===== src/rtl/dac_ser_pkg.sv =====
package dac_ser_pkg;
  localparam int CMD_W = 4;

  typedef enum logic [CMD_W-1:0] {
    CMD_NOP       = 4'h0,
    CMD_LOAD      = 4'h1,
    CMD_RDBK      = 4'h2,
    CMD_CHAIN_OFF = 4'h9,
    CMD_RISE      = 4'hA,
    CMD_ZERO      = 4'hB,
    CMD_MID       = 4'hC
  } cmd_e;
endpackage


===== src/rtl/dac_ser_edge.sv =====
module dac_ser_edge (
  input  logic clk_i,
  input  logic rst_ni,
  input  logic sclk_i,
  input  logic sync_ni,
  input  logic rise_mode_i,
  output logic shift_en_o,
  output logic frame_start_o,
  output logic frame_end_o
);
  logic sclk_q, sync_q;

  always_ff @(posedge clk_i or negedge rst_ni) begin
    if (!rst_ni) begin
      sclk_q <= 1'b0;
      sync_q <= 1'b1;
    end else begin
      sclk_q <= sclk_i;
      sync_q <= sync_ni;
    end
  end

  logic sclk_rise, sclk_fall;
  assign sclk_rise     = sclk_i & ~sclk_q;
  assign sclk_fall     = ~sclk_i & sclk_q;
  assign frame_start_o = sync_q & ~sync_ni;
  assign frame_end_o   = ~sync_q & sync_ni;
  // start cycle reserved for readback preload
  assign shift_en_o    = ~sync_ni & ~frame_start_o &
                         (rise_mode_i ? sclk_rise : sclk_fall);
endmodule


===== src/rtl/dac_ser_shift.sv =====
module dac_ser_shift #(
  parameter int CMD_W  = 4,
  parameter int DATA_W = 12
) (
  input  logic                    clk_i,
  input  logic                    rst_ni,
  input  logic                    shift_en_i,
  input  logic                    frame_start_i,
  input  logic                    rb_load_i,
  input  logic                    sdin_i,
  input  logic [DATA_W-1:0]       rb_data_i,
  output logic [CMD_W+DATA_W-1:0] word_o,
  output logic                    cnt_ok_o
);
  localparam int FRAME_W = CMD_W + DATA_W;
  localparam int CNT_MAX = FRAME_W + 1;
  localparam int CNT_W   = $clog2(CNT_MAX + 1);

  logic [FRAME_W-1:0] sh_q;
  logic [CNT_W-1:0]   cnt_q;

  always_ff @(posedge clk_i or negedge rst_ni) begin
    if (!rst_ni) begin
      sh_q  <= '0;
      cnt_q <= '0;
    end else if (frame_start_i) begin
      cnt_q <= '0;
      if (rb_load_i) sh_q <= {{CMD_W{1'b0}}, rb_data_i};
    end else if (shift_en_i) begin
      sh_q <= {sh_q[FRAME_W-2:0], sdin_i};
      if (cnt_q != CNT_W'(CNT_MAX)) cnt_q <= cnt_q + 1'b1;
    end
  end

  assign word_o   = sh_q;
  assign cnt_ok_o = (cnt_q == CNT_W'(FRAME_W));
endmodule


===== src/rtl/dac_ser_cfg.sv =====
module dac_ser_cfg
  import dac_ser_pkg::*;
#(
  parameter int DATA_W = 12
) (
  input  logic                    clk_i,
  input  logic                    rst_ni,
  input  logic                    frame_start_i,
  input  logic                    frame_end_i,
  input  logic                    cnt_ok_i,
  input  logic [CMD_W+DATA_W-1:0] word_i,
  output logic [DATA_W-1:0]       dac_o,
  output logic                    chain_en_o,
  output logic                    rise_mode_o,
  output logic                    rb_load_o,
  output logic                    rb_act_o
);
  localparam int FRAME_W = CMD_W + DATA_W;
  localparam logic [DATA_W-1:0] MID_VAL = {1'b1, {(DATA_W-1){1'b0}}};

  cmd_e        cmd;
  logic        rb_pend_q;
  logic        valid_end;

  assign cmd       = cmd_e'(word_i[FRAME_W-1 -: CMD_W]);
  assign valid_end = frame_end_i & cnt_ok_i;
  assign rb_load_o = frame_start_i & rb_pend_q;

  always_ff @(posedge clk_i or negedge rst_ni) begin
    if (!rst_ni) begin
      dac_o       <= '0;
      chain_en_o  <= 1'b1;
      rise_mode_o <= 1'b0;
      rb_pend_q   <= 1'b0;
      rb_act_o    <= 1'b0;
    end else begin
      if (rb_load_o) begin
        rb_pend_q <= 1'b0;
        rb_act_o  <= 1'b1;
      end
      if (frame_end_i) rb_act_o <= 1'b0;
      if (valid_end) begin
        unique case (cmd)
          CMD_LOAD:      dac_o       <= word_i[DATA_W-1:0];
          CMD_RDBK:      rb_pend_q   <= 1'b1;
          CMD_CHAIN_OFF: chain_en_o  <= 1'b0;
          CMD_RISE:      rise_mode_o <= 1'b1;
          CMD_ZERO:      dac_o       <= '0;
          CMD_MID:       dac_o       <= MID_VAL;
          default: ;
        endcase
      end
    end
  end
endmodule


===== src/rtl/dac_ser_ctrl.sv =====
module dac_ser_ctrl #(
  parameter int DATA_W = 12
) (
  input  logic              clk_i,
  input  logic              rst_ni,
  input  logic              sclk_i,
  input  logic              sync_ni,
  input  logic              sdin_i,
  output logic              sdo_o,
  output logic [DATA_W-1:0] dac_o
);
  localparam int CMD_W   = dac_ser_pkg::CMD_W;
  localparam int FRAME_W = CMD_W + DATA_W;

  logic               shift_en, frame_start, frame_end, cnt_ok;
  logic               chain_en, rise_mode, rb_load, rb_act;
  logic [FRAME_W-1:0] word;

  dac_ser_edge u_edge (
    .clk_i         (clk_i),
    .rst_ni        (rst_ni),
    .sclk_i        (sclk_i),
    .sync_ni       (sync_ni),
    .rise_mode_i   (rise_mode),
    .shift_en_o    (shift_en),
    .frame_start_o (frame_start),
    .frame_end_o   (frame_end)
  );

  dac_ser_shift #(.CMD_W(CMD_W), .DATA_W(DATA_W)) u_shift (
    .clk_i         (clk_i),
    .rst_ni        (rst_ni),
    .shift_en_i    (shift_en),
    .frame_start_i (frame_start),
    .rb_load_i     (rb_load),
    .sdin_i        (sdin_i),
    .rb_data_i     (dac_o),
    .word_o        (word),
    .cnt_ok_o      (cnt_ok)
  );

  dac_ser_cfg #(.DATA_W(DATA_W)) u_cfg (
    .clk_i         (clk_i),
    .rst_ni        (rst_ni),
    .frame_start_i (frame_start),
    .frame_end_i   (frame_end),
    .cnt_ok_i      (cnt_ok),
    .word_i        (word),
    .dac_o         (dac_o),
    .chain_en_o    (chain_en),
    .rise_mode_o   (rise_mode),
    .rb_load_o     (rb_load),
    .rb_act_o      (rb_act)
  );

  assign sdo_o = (chain_en | rb_act) & word[FRAME_W-1];
endmodule


===== config.mk =====
export PLATFORM = sky130hd
export DESIGN_NAME = dac_ser_ctrl
export DESIGN_NICKNAME = d
export VERILOG_FILES = /design/src/rtl/dac_ser_pkg.sv /design/src/rtl/dac_ser_edge.sv /design/src/rtl/dac_ser_shift.sv /design/src/rtl/dac_ser_cfg.sv /design/src/rtl/dac_ser_ctrl.sv
export SDC_FILE = /design/constraint.sdc
export NUM_CORES = 1
export LEC_CHECK = 0
export BUFFER_PORTS_ARGS = -buffer_cell sky130_fd_sc_hd__buf_2
export CAP_MARGIN = 20
export CORE_MARGIN = 2
export CORE_UTILIZATION = 45
export DETAILED_ROUTE_END_ITERATION = 10
export GPL_TIMING_DRIVEN = 1
export HOLD_SLACK_MARGIN = 0.15
export PLACE_DENSITY = 0.78
export RECOVER_POWER = 100
export SKIP_LAST_GASP = 1
export SLEW_MARGIN = 30
export SYNTH_ARGS = -nofsm -noshare
export SYNTH_HDL_FRONTEND = slang
export SYNTH_HIERARCHICAL = 1
export SYNTH_SLANG_ARGS = --single-unit

===== constraint.sdc =====
create_clock -name clk_i -period 1.6 [get_ports clk_i]
set_input_delay 0.32 -clock clk_i [delete_from_list [all_inputs] [get_ports clk_i]]
set_output_delay 0.32 -clock clk_i [all_outputs]
set_load 0.05 [all_outputs]

# Word level (Yosys, flattened, before mapping)
# Index checks and enable logic that the tools add are counted.
totals:
  in_bits: 5
  out_inout_bits: 13
  register_bits: 39
  wordCells: 56
op_classes:
  n_addsub: 1
  bitwise: 15
  mux: 13
  reduce_logical: 9
  eq_ne: 9
op_table:
  columns: ["operator", "count"]
  rows:
  - ["16-bit two-way mux", 3]
  - ["12-bit case mux with 3 select lines", 1]
  - ["4-bit equality test (second input constant)", 4]
  - ["5-bit two-way mux", 3]
  - ["2-bit AND reduction", 5]
  - ["1-bit bitwise AND", 9]
  - ["1-bit two-way mux", 6]
  - ["2-bit nonzero test", 3]
  - ["5-bit by 1-bit adder with 5-bit output (second input constant)", 1]
  - ["5-bit equality test (second input constant)", 1]
  - ["5-bit inequality test (second input constant)", 1]
  - ["1-bit NOT", 5]
  - ["4-bit by 1-bit equality test with 1-bit output (second input constant)", 1]
  - ["4-bit by 2-bit equality test with 1-bit output (second input constant)", 1]
  - ["3-bit nonzero test", 1]
  - ["2-bit inequality test (second input constant)", 1]
  - ["1-bit OR", 1]

# Depth between registers and ports, before layout
# Gate-level depths: netlist of the first run.
logic_depth:
  ltp_word: 7
  depth_mapped: 7

# By module
# The synthesis of the first run kept the hierarchy.
by_module_without_submodules:
  columns: ["module", "instances", "cells_per_inst", "area_per_inst_um2"]
  rows:
  - ["dac_ser_shift", 1, 101, 1086.0]
  - ["dac_ser_cfg", 1, 55, 688.2]
  - ["dac_ser_edge", 1, 7, 92.6]
  - ["dac_ser_ctrl", 1, 1, 7.5]

# Worst setup path before layout of the first run
# Ideal clock, no wire load.
synth_timing:
  path_type: "reg-to-reg"
  start: "register u_cfg.rise_mode_o"
  end: "register u_shift.cnt_q[0]"
  slack_ps: -90
  t_required_ps: 1475
  stages_incl_launch_ff: 6
  setup_time_ps: 125
  period_less_slack_ps: 1690
  n_path_buf: 1
  arrival_ps: 1565
  cell_sequence: "dfrtp_1 or3b_1 a211oi_2 buf_6 o21a_1 mux2_2"
synth_between:
  elab_chain_len: 4
synth_lines:
  columns: ["element", "line", "text"]
  rows:
  - ["start: declaration", "dac_ser_cfg.sv:14", "output logic rise_mode_o,"]
  - ["start signal: assignment", "dac_ser_cfg.sv:33", "rise_mode_o <= 1'b0;"]
  - ["start signal: assignment", "dac_ser_cfg.sv:47", "CMD_RISE: rise_mode_o <= 1'b1;"]
  - ["1-bit two-way mux", "dac_ser_edge.sv:30", "(rise_mode_i ? sclk_rise : sclk_fall);"]
  - ["1-bit bitwise AND", "dac_ser_edge.sv:29", "assign shift_en_o = ~sync_ni & ~frame_start_o &"]
  - ["via shift_en", "dac_ser_ctrl.sv:15", "logic shift_en, frame_start, frame_end, cnt_ok;"]
  - ["2-bit nonzero test (no source line)", null, null]
  - ["2-bit AND reduction (no source line)", null, null]
  - ["end signal: assignment", "dac_ser_shift.sv:31", "if (cnt_q != CNT_W'(CNT_MAX)) cnt_q <= cnt_q + 1'b1;"]
  - ["end: declaration", "dac_ser_shift.sv:20", "logic [CNT_W-1:0] cnt_q;"]
# The timed path passes the listed nets, and every way through them passes these cells.
# A chain may end at the register's enable or synchronous reset.

# Worst setup path in the final report of the first run
# Same ends and word-level chain as after synthesis.

==> impl_metrics.py, run 1 <==
metrics = {
    "synth": {
        "syn_area_um2": 1870,
        "postSynthAreaPerCell_um2": 11.4,
        "synth-seq-area-share": 0.522,
        "netlist_top_cells_area": "dfrtp_1 49%, mux2i_1 9.1%, a22o_1 5.1%",
        "yosysTopAreaCell": "dfrtp_1",
        "async_flop_share": 1.00,
        "syn_inst": 164,
        "synth-seq-cells": 39,
        "synthFlopType": "dfrtp_1",
        "synth_warnings": 6,
        "yosysUniqueCellTypes": 38,
        "synth_top_area_share": 0.494,
        "synth_nets": 172,
        "synth_edf_count": 0,
    },
    "setup_path": {
        "required_ns": 1.78,
        "crit_type": "reg2reg",
        "r2r_slack_ns": -0.18,
        "crit_arrival_ns": 1.95,
        "rr_startpoint": "u_cfg/rise_mode_o",
        "cp_max_fo": 3,
        "crit_path_max_incr_delay_ns": 0.39,
        "critPathLaunchType": "register",
        "cp-end-kind": "register",
        "crit_chain": "or3b_4, a211oi_4, buf_4, o21a_1, mux2_4",
        "rr_worst_depth": 5,
        "rr_endpoint": "u_shift/cnt_q[0]",
        "cp_slowest_cell": "or3b_4",
    },
    "timing": {
        "rsz0062_at_grt": "yes",
        "hold_viol_final": 0,
        "setup_viol": 24,
        "finalWorstSetupSlack_ns": -0.178,
        "clock_skew_ns": 0.00619,
        "fmax_ghz": 0.562,
        "finalMaxSlewViolations": 0,
        "finalCriticalPeriod_ns": 1.78,
        "fin_crit_sh": 1.11,
        "holdWs_ns": 0.232,
        "relSlewSlack": 0.356,
        "worstMarginPinSlew_ns": 0.965,
    },
    "global_routing": {
        "antenna_found_initial": 0,
        "grt_pass1_wl_um": 6710,
        "first_global_vias": 1410,
        "grt_overflow": 0,
        "grt_max_degree": 40,
        "grtUsageTotal": 0.199,
    },
    "finish": {
        "finish.utilization": 0.614,
        "num-fill-cells": 322,
        "syn_to_final_growth_pct": 31.0,
        "final_common_cell": "dfrtp_1",
        "final_area_um2": 2450,
        "final_cell_mix": "37 x dfrtp_1, 23 x buf_4, 18 x nand2_1, 17 x mux2i_1",
        "antennaDiodeCount": 0,
        "drive_gt1_frac": 0.317,
        "finalNetCount": 225,
    },
    "clock_tree": {
        "root_buffer": "clkbuf_8",
        "clk_latency_ns": 0.29,
        "clockBufferDepth": 2,
        "cts_tree": "built",
        "clkSlewWorstSetupHoldPaths_ns": 0.07,
        "numCtsBuffers": 5,
        "h-tree-depth": 2,
        "cts.sinks": 39,
    },
    "floorplanning": {
        "die-area_um2": 4700,
        "start_util": 0.469,
        "dieWidth_um": 68.5,
        "die_y_um": 68.5,
        "fp-row-count": 23,
        "io_pins": 18,
        "coreArea_um2": 4000,
    },
    "route": {
        "drc_errors": 0,
        "drt_pre_antenna_iters": 4,
        "antenna_left": 0,
        "wl_per_cell_um": 16.3,
        "drt_wl_total_um": 4380,
        "via_per_inst": 5.48,
        "first_iter_violations": 85,
        "num_vias": 1468,
    },
    "hold_path": {
        "holdPathEnd": "u_edge/sync_q",
        "worstHoldStart": "sync_ni",
        "holdPathStages": 1,
        "hold_path.class": "in2reg",
    },
    "place": {
        "post-place-ws_ns": -0.270,
        "dpl-instance-area_um2": 2160,
        "gp_congestion": 0.825,
        "hpwl_um": 2530,
        "portBuffers": 17,
    },
    "outcome": {
        "status": "finished, violations left",
        "violations": "setup timing",
    },
    "pwr": {
        "irDropWorstVdd_mv": 0.591,
        "power-per-cell-area_nw_per_um2": 820,
        "power.leakage_nw": 1.10,
        "finalPower_mw": 2.01,
    },
    "flow_run": {
        "drv_cap": 0,
    },
}
[flip-flops by register name, indices dropped and copies added (netlist names)]
name               flops
u_edge/sync_q          1
u_cfg/dac_o           12
u_shift/word_o        16
u_cfg/rise_mode_o      1
u_cfg/chain_en_o       1
u_cfg/rb_act_o         1
u_cfg/rb_pend_q        1
u_shift/cnt_q          5
u_edge/sclk_q          1
[what timing repair did]
action | in CTS | in global routing
gates cloned | 3 | 1
hold buffers | 1 | 0
buffers inserted | 3 | 3
hold endpoints to repair | 37 | 0
endpoints found under the setup margin | 33 | 33
gates resized for setup | 21 | 14
pin swaps | 16 | 18
[metrics by stage]
stage / setup TNS [ns] / instances
2_1_floorplan: -0.162 / 164
5_1_grt: -4.94 / 268
3_5_place_dp: -4.65 / 249
6_report: -2.39 / 268
4_1_cts: -1.53 / 264
3_3_place_gp: -4.19 / 249
[per-layer routing]
layer | wire length, µm | track usage | vias to the layer above
li1 | - | - | 695
met1 | 1980 | 0.256 | 729
met2 | 2150 | 0.334 | 36
met3 | 196 | 0.0341 | 8
met4 | 58 | 0.0750 | 0
met5 | 0 | 0 | -
[how the worst max path moves through the flow]
stage / depth (start not counted) / from / endpoint
2_1_floorplan: 5 / u_cfg/rise_mode_o / u_shift/cnt_q[0]
3_3_place_gp: 7 / sclk_i / u_shift/word_o[5]
3_5_place_dp: 7 / sclk_i / u_shift/word_o[0]
4_1_cts: 5 / u_cfg/rise_mode_o / u_shift/cnt_q[2]
5_1_grt: 6 / u_cfg/rise_mode_o / u_shift/word_o[12]
6_report: 5 / u_cfg/rise_mode_o / u_shift/cnt_q[0]
[critical path: cells and delay by family (launching register included)]
family	cells	cell delay [ns]
buf+inv	1	0.16
flops	1	0.38
simple gates	1	0.39
compound gates	2	0.44
mux	1	0.31
[cell type report]
cell class | instances | area (µm²) | area share
tap | 50 | 62.6 | 0.0255
timing repair buffer | 52 | 385 | 0.157
sequential | 39 | 978 | 0.399
inverter | 6 | 22.5 | 0.00917
clock inverter | 1 | 5.00 | 0.00204
multi-input combinational | 113 | 925 | 0.377
clock buffer | 7 | 76.3 | 0.0311
[cells in the mapped netlist (2+ instances only)]
library cell and number:
dfrtp_1 37, xor2_1 2, nand4_1 2, o21ai_1 3, nor2_1 9, or3b_1 3, dfstp_2 2, inv_1 6
nand2b_1 2, mux2i_1 17, a22o_1 11, ha_1 3, buf_2 2, o21a_1 2, buf_6 4, nand3b_1 3
o21ai_0 12, and4bb_2 2, buf_4 3, nand2_1 19, nor2b_1 3
[kinds of logic after synthesis]
family | after synthesis | share of synthesized area
AO/OA/AOI/OAI | 38 | 0.146
XOR/XNOR | 2 | 0.00935
adder cells (fa/ha/maj) | 3 | 0.0200
buffers and inverters | 15 | 0.0534
flip-flops | 39 | 0.522
multiplexers | 19 | 0.109
AND/OR/NAND/NOR | 48 | 0.141
[power by group]
part | internal, mW | leakage [nW] | switching [mW]
registers | 1.03 | 0.526 | 0.0443
clock network | 0.306 | 0.0422 | 0.328
logic | 0.135 | 0.536 | 0.168
total | 1.47 | 1.10 | 0.540
Note: power is estimated with default switching activity, not from simulation.
==> inputs of run 2 (changes only) <==
--- a/config.mk
+++ b/config.mk
@@ -5,14 +5,15 @@
 export SDC_FILE = /design/constraint.sdc
 export NUM_CORES = 1
 export LEC_CHECK = 0
-export BUFFER_PORTS_ARGS = -buffer_cell sky130_fd_sc_hd__buf_2
+export ABC_AREA = 1
+export BUFFER_PORTS_ARGS = -buffer_cell sky130_fd_sc_hd__buf_4
 export CAP_MARGIN = 20
 export CORE_MARGIN = 2
 export CORE_UTILIZATION = 45
 export DETAILED_ROUTE_END_ITERATION = 10
 export GPL_TIMING_DRIVEN = 1
 export HOLD_SLACK_MARGIN = 0.15
-export PLACE_DENSITY = 0.78
+export PLACE_DENSITY = 0.77
 export RECOVER_POWER = 100
 export SKIP_LAST_GASP = 1
 export SLEW_MARGIN = 30
==> impl_metrics.py, run 2 <==
metrics = {
    "floorplanning": {
        "io_pins": 18,
        "coreArea_um2": 4440,
        "fp-row-count": 24,
        "start_util": 0.476,
        "die-area_um2": 5270,
        "die_y_um": 72.6,
        "dieWidth_um": 72.6,
    },
    "setup_path": {
        "rr_worst_depth": 10,
        "crit_type": "reg2reg",
        "critPathMostFrequentCell": "nand2_4",
        "critPathLaunch": "u_shift/cnt_q[1]",
        "critPathCapture": "u_cfg/dac_o[0]",
        "critPathLaunchType": "register",
        "rr_endpoint": "u_cfg/dac_o[0]",
        "crit_path_max_incr_delay_ns": 0.39,
        "crit_chain": "inv_2, ha_4, nand2_4, nor2_4, nand2_2, nor3_4, nand2_4, buf_6, nand3_1, nand2_1",
        "cp_slowest_cell": "dfrtp_1",
        "crit_arrival_ns": 1.79,
        "required_ns": 1.78,
        "cp-end-kind": "register",
        "cp_max_fo": 7,
        "r2r_slack_ns": -0.003,
        "rr_startpoint": "u_shift/cnt_q[1]",
    },
    "clock_tree": {
        "clk_latency_ns": 0.29,
        "root_buffer": "clkbuf_8",
        "h-tree-depth": 2,
        "clockBufferDepth": 2,
        "cts.sinks": 39,
        "clkSlewWorstSetupHoldPaths_ns": 0.07,
        "numCtsBuffers": 5,
        "cts_tree": "built",
    },
    "pwr": {
        "switchingPower_mw": 0.741,
        "power-per-cell-area_nw_per_um2": 944,
        "clkPwrFrac": 0.273,
        "p_seq_frac": 0.518,
        "irDropWorstVdd_mv": 0.460,
        "finalPower_mw": 2.35,
        "power.leakage_nw": 1.31,
        "internal_power_mw": 1.61,
        "switching_share": 0.315,
        "power_frac_comb": 0.210,
    },
    "finish": {
        "antennaDiodeCount": 0,
        "final_cell_mix": "58 x nand2_1, 37 x dfrtp_1, 29 x inv_1, 14 x nor2_1, 14 x nand3_1",
        "largest_register_ffs": 16,
        "layout.cells.non_filler": 324,
        "num-fill-cells": 398,
        "finalNetCount": 279,
        "syn_to_final_growth_pct": 17.8,
        "final_area_um2": 2490,
        "final_common_cell": "nand2_1",
        "finish.utilization": 0.561,
        "regArea_um2": 978,
        "drive_gt1_frac": 0.357,
        "multi_input_area_um2": 987,
    },
    "timing": {
        "hold_viol_final": 0,
        "relSlewSlack": 0.360,
        "finalWorstSetupSlack_ns": -0.00309,
        "fmax_ghz": 0.624,
        "setup_viol": 1,
        "worstMarginPinSlew_ns": 0.961,
        "clock_skew_ns": 0.00812,
        "fin_crit_sh": 1.00,
        "finalCriticalPeriod_ns": 1.60,
        "rsz0062_at_grt": "yes",
        "holdWs_ns": 0.212,
        "finalMaxSlewViolations": 0,
    },
    "synth": {
        "synthFlopType": "dfrtp_1",
        "syn_area_um2": 2120,
        "yosysTopAreaCell": "dfrtp_1",
        "async_flop_share": 1.00,
        "syn_inst": 238,
        "synth_nets": 246,
        "yosysUniqueCellTypes": 29,
        "synth_common_cells": "61 x nand2_1, 37 x dfrtp_1, 31 x inv_1, 19 x nand3_1, 16 x nor2_1",
        "synth-seq-area-share": 0.462,
        "synth-seq-cells": 39,
        "netlist_top_cells_area": "dfrtp_1 44%, nand2_1 11%, inv_1 5.5%",
        "synth_edf_count": 0,
        "synth_warnings": 6,
        "synth.most_common_cell": "nand2_1",
        "postSynthAreaPerCell_um2": 8.90,
        "synth_top_area_share": 0.437,
    },
    "route": {
        "drt_wl_total_um": 4210,
        "drc_errors": 0,
        "via_per_inst": 5.15,
        "drt_pre_antenna_iters": 4,
        "wl_per_cell_um": 13.0,
        "first_iter_violations": 53,
        "antenna_left": 0,
        "num_vias": 1667,
    },
    "global_routing": {
        "grtUsageTotal": 0.178,
        "antenna_found_initial": 0,
        "grt_overflow": 0,
        "grt_max_degree": 40,
        "grt_pass1_wl_um": 7250,
        "first_global_vias": 1591,
    },
    "outcome": {
        "violations": "setup timing",
        "status": "finished, violations left",
    },
    "flow_run": {
        "drv_cap": 0,
    },
    "place": {
        "hpwl_um": 2740,
        "dpl-instance-area_um2": 2300,
        "dp.cells": 308,
        "portBuffers": 17,
        "gp_congestion": 0.867,
    },
    "hold_path": {
        "hold_path.class": "in2reg",
    },
}
## run 2: cell families after synthesis
logic type / synth area share
AOI/OAI and AO/OA: 0.137
adders and majority gates: 0.0177
buffers and inverters: 0.115
DFF: 0.462
and+or+nand+nor: 0.268
## run 2: stage by stage
| stage | TNS, ns | setup WS (ns) |
|---|---|---|
| 2_1_floorplan | 0 | 0.0860 |
| 3_3_place_gp | -0.0104 | -0.00460 |
| 3_5_place_dp | -0.572 | -0.0759 |
| 4_1_cts | 0 | 0.0135 |
| 5_1_grt | -0.930 | -0.0890 |
| 6_report | -0.00309 | -0.00309 |
## run 2: critical path, delay by kind of cell (launching register included)
family,cells,cell delay (ns)
flops,1,0.39
simple gates,7,0.70
fa+ha+maj,1,0.15
buf+inv,2,0.25
## run 2: layer usage
layer / GRT usage / vias to the layer above / wire [µm] / share of wire
li1: - / 828 / - / -
met1: 0.235 / 808 / 1940 / 0.46
met2: 0.276 / 26 / 2070 / 0.49
met3: 0.0566 / 5 / 158 / 0.037
met4: 0.0679 / 0 / 46 / 0.011
met5: 0 / - / 0 / 0
## run 2: area by class of cell
cell class | instances | area share
flip-flops and latches | 39 | 0.392
multi-input cells | 153 | 0.396
repair buffers | 33 | 0.0933
clock inverters | 1 | 0.00201
clock buffers | 7 | 0.0306
well taps | 52 | 0.0261
inverters | 39 | 0.0597
## run 2: how the worst min path moves through the flow
stage / startpoint / endpoint / depth (start not counted) / slack, ns
CTS: sync_ni / u_edge/sync_q / 1 / 0.15
global route: sync_ni / u_edge/sync_q / 1 / 0.20
floorplan: rst_ni / u_cfg/dac_o[0] / 0 / 0.02
detailed placement: rst_ni / u_shift/cnt_q[0] / 1 / 0.33
finish: sync_ni / u_edge/sync_q / 1 / 0.21
global placement: rst_ni / u_shift/cnt_q[0] / 1 / 0.33
## run 2: power by group through the flow
stage / clock network (mW) / registers, mW / logic (mW)
2_1_floorplan: 0 / 1.21 / 0.373
3_3_place_gp: 0 / 1.23 / 0.448
3_5_place_dp: 0 / 1.23 / 0.462
4_1_cts: 0.668 / 1.22 / 0.473
5_1_grt: 0.706 / 1.23 / 0.564
6_report: 0.642 / 1.22 / 0.494
## run 2: repair_timing
item                                    CTS  global route
endpoints found under the setup margin   23            23
buffers inserted                          0             4
hold buffers                              2             0
hold endpoints to repair                 38             0
resized for setup                         4            18
pin swaps                                 2            10
cloned                                    2             0
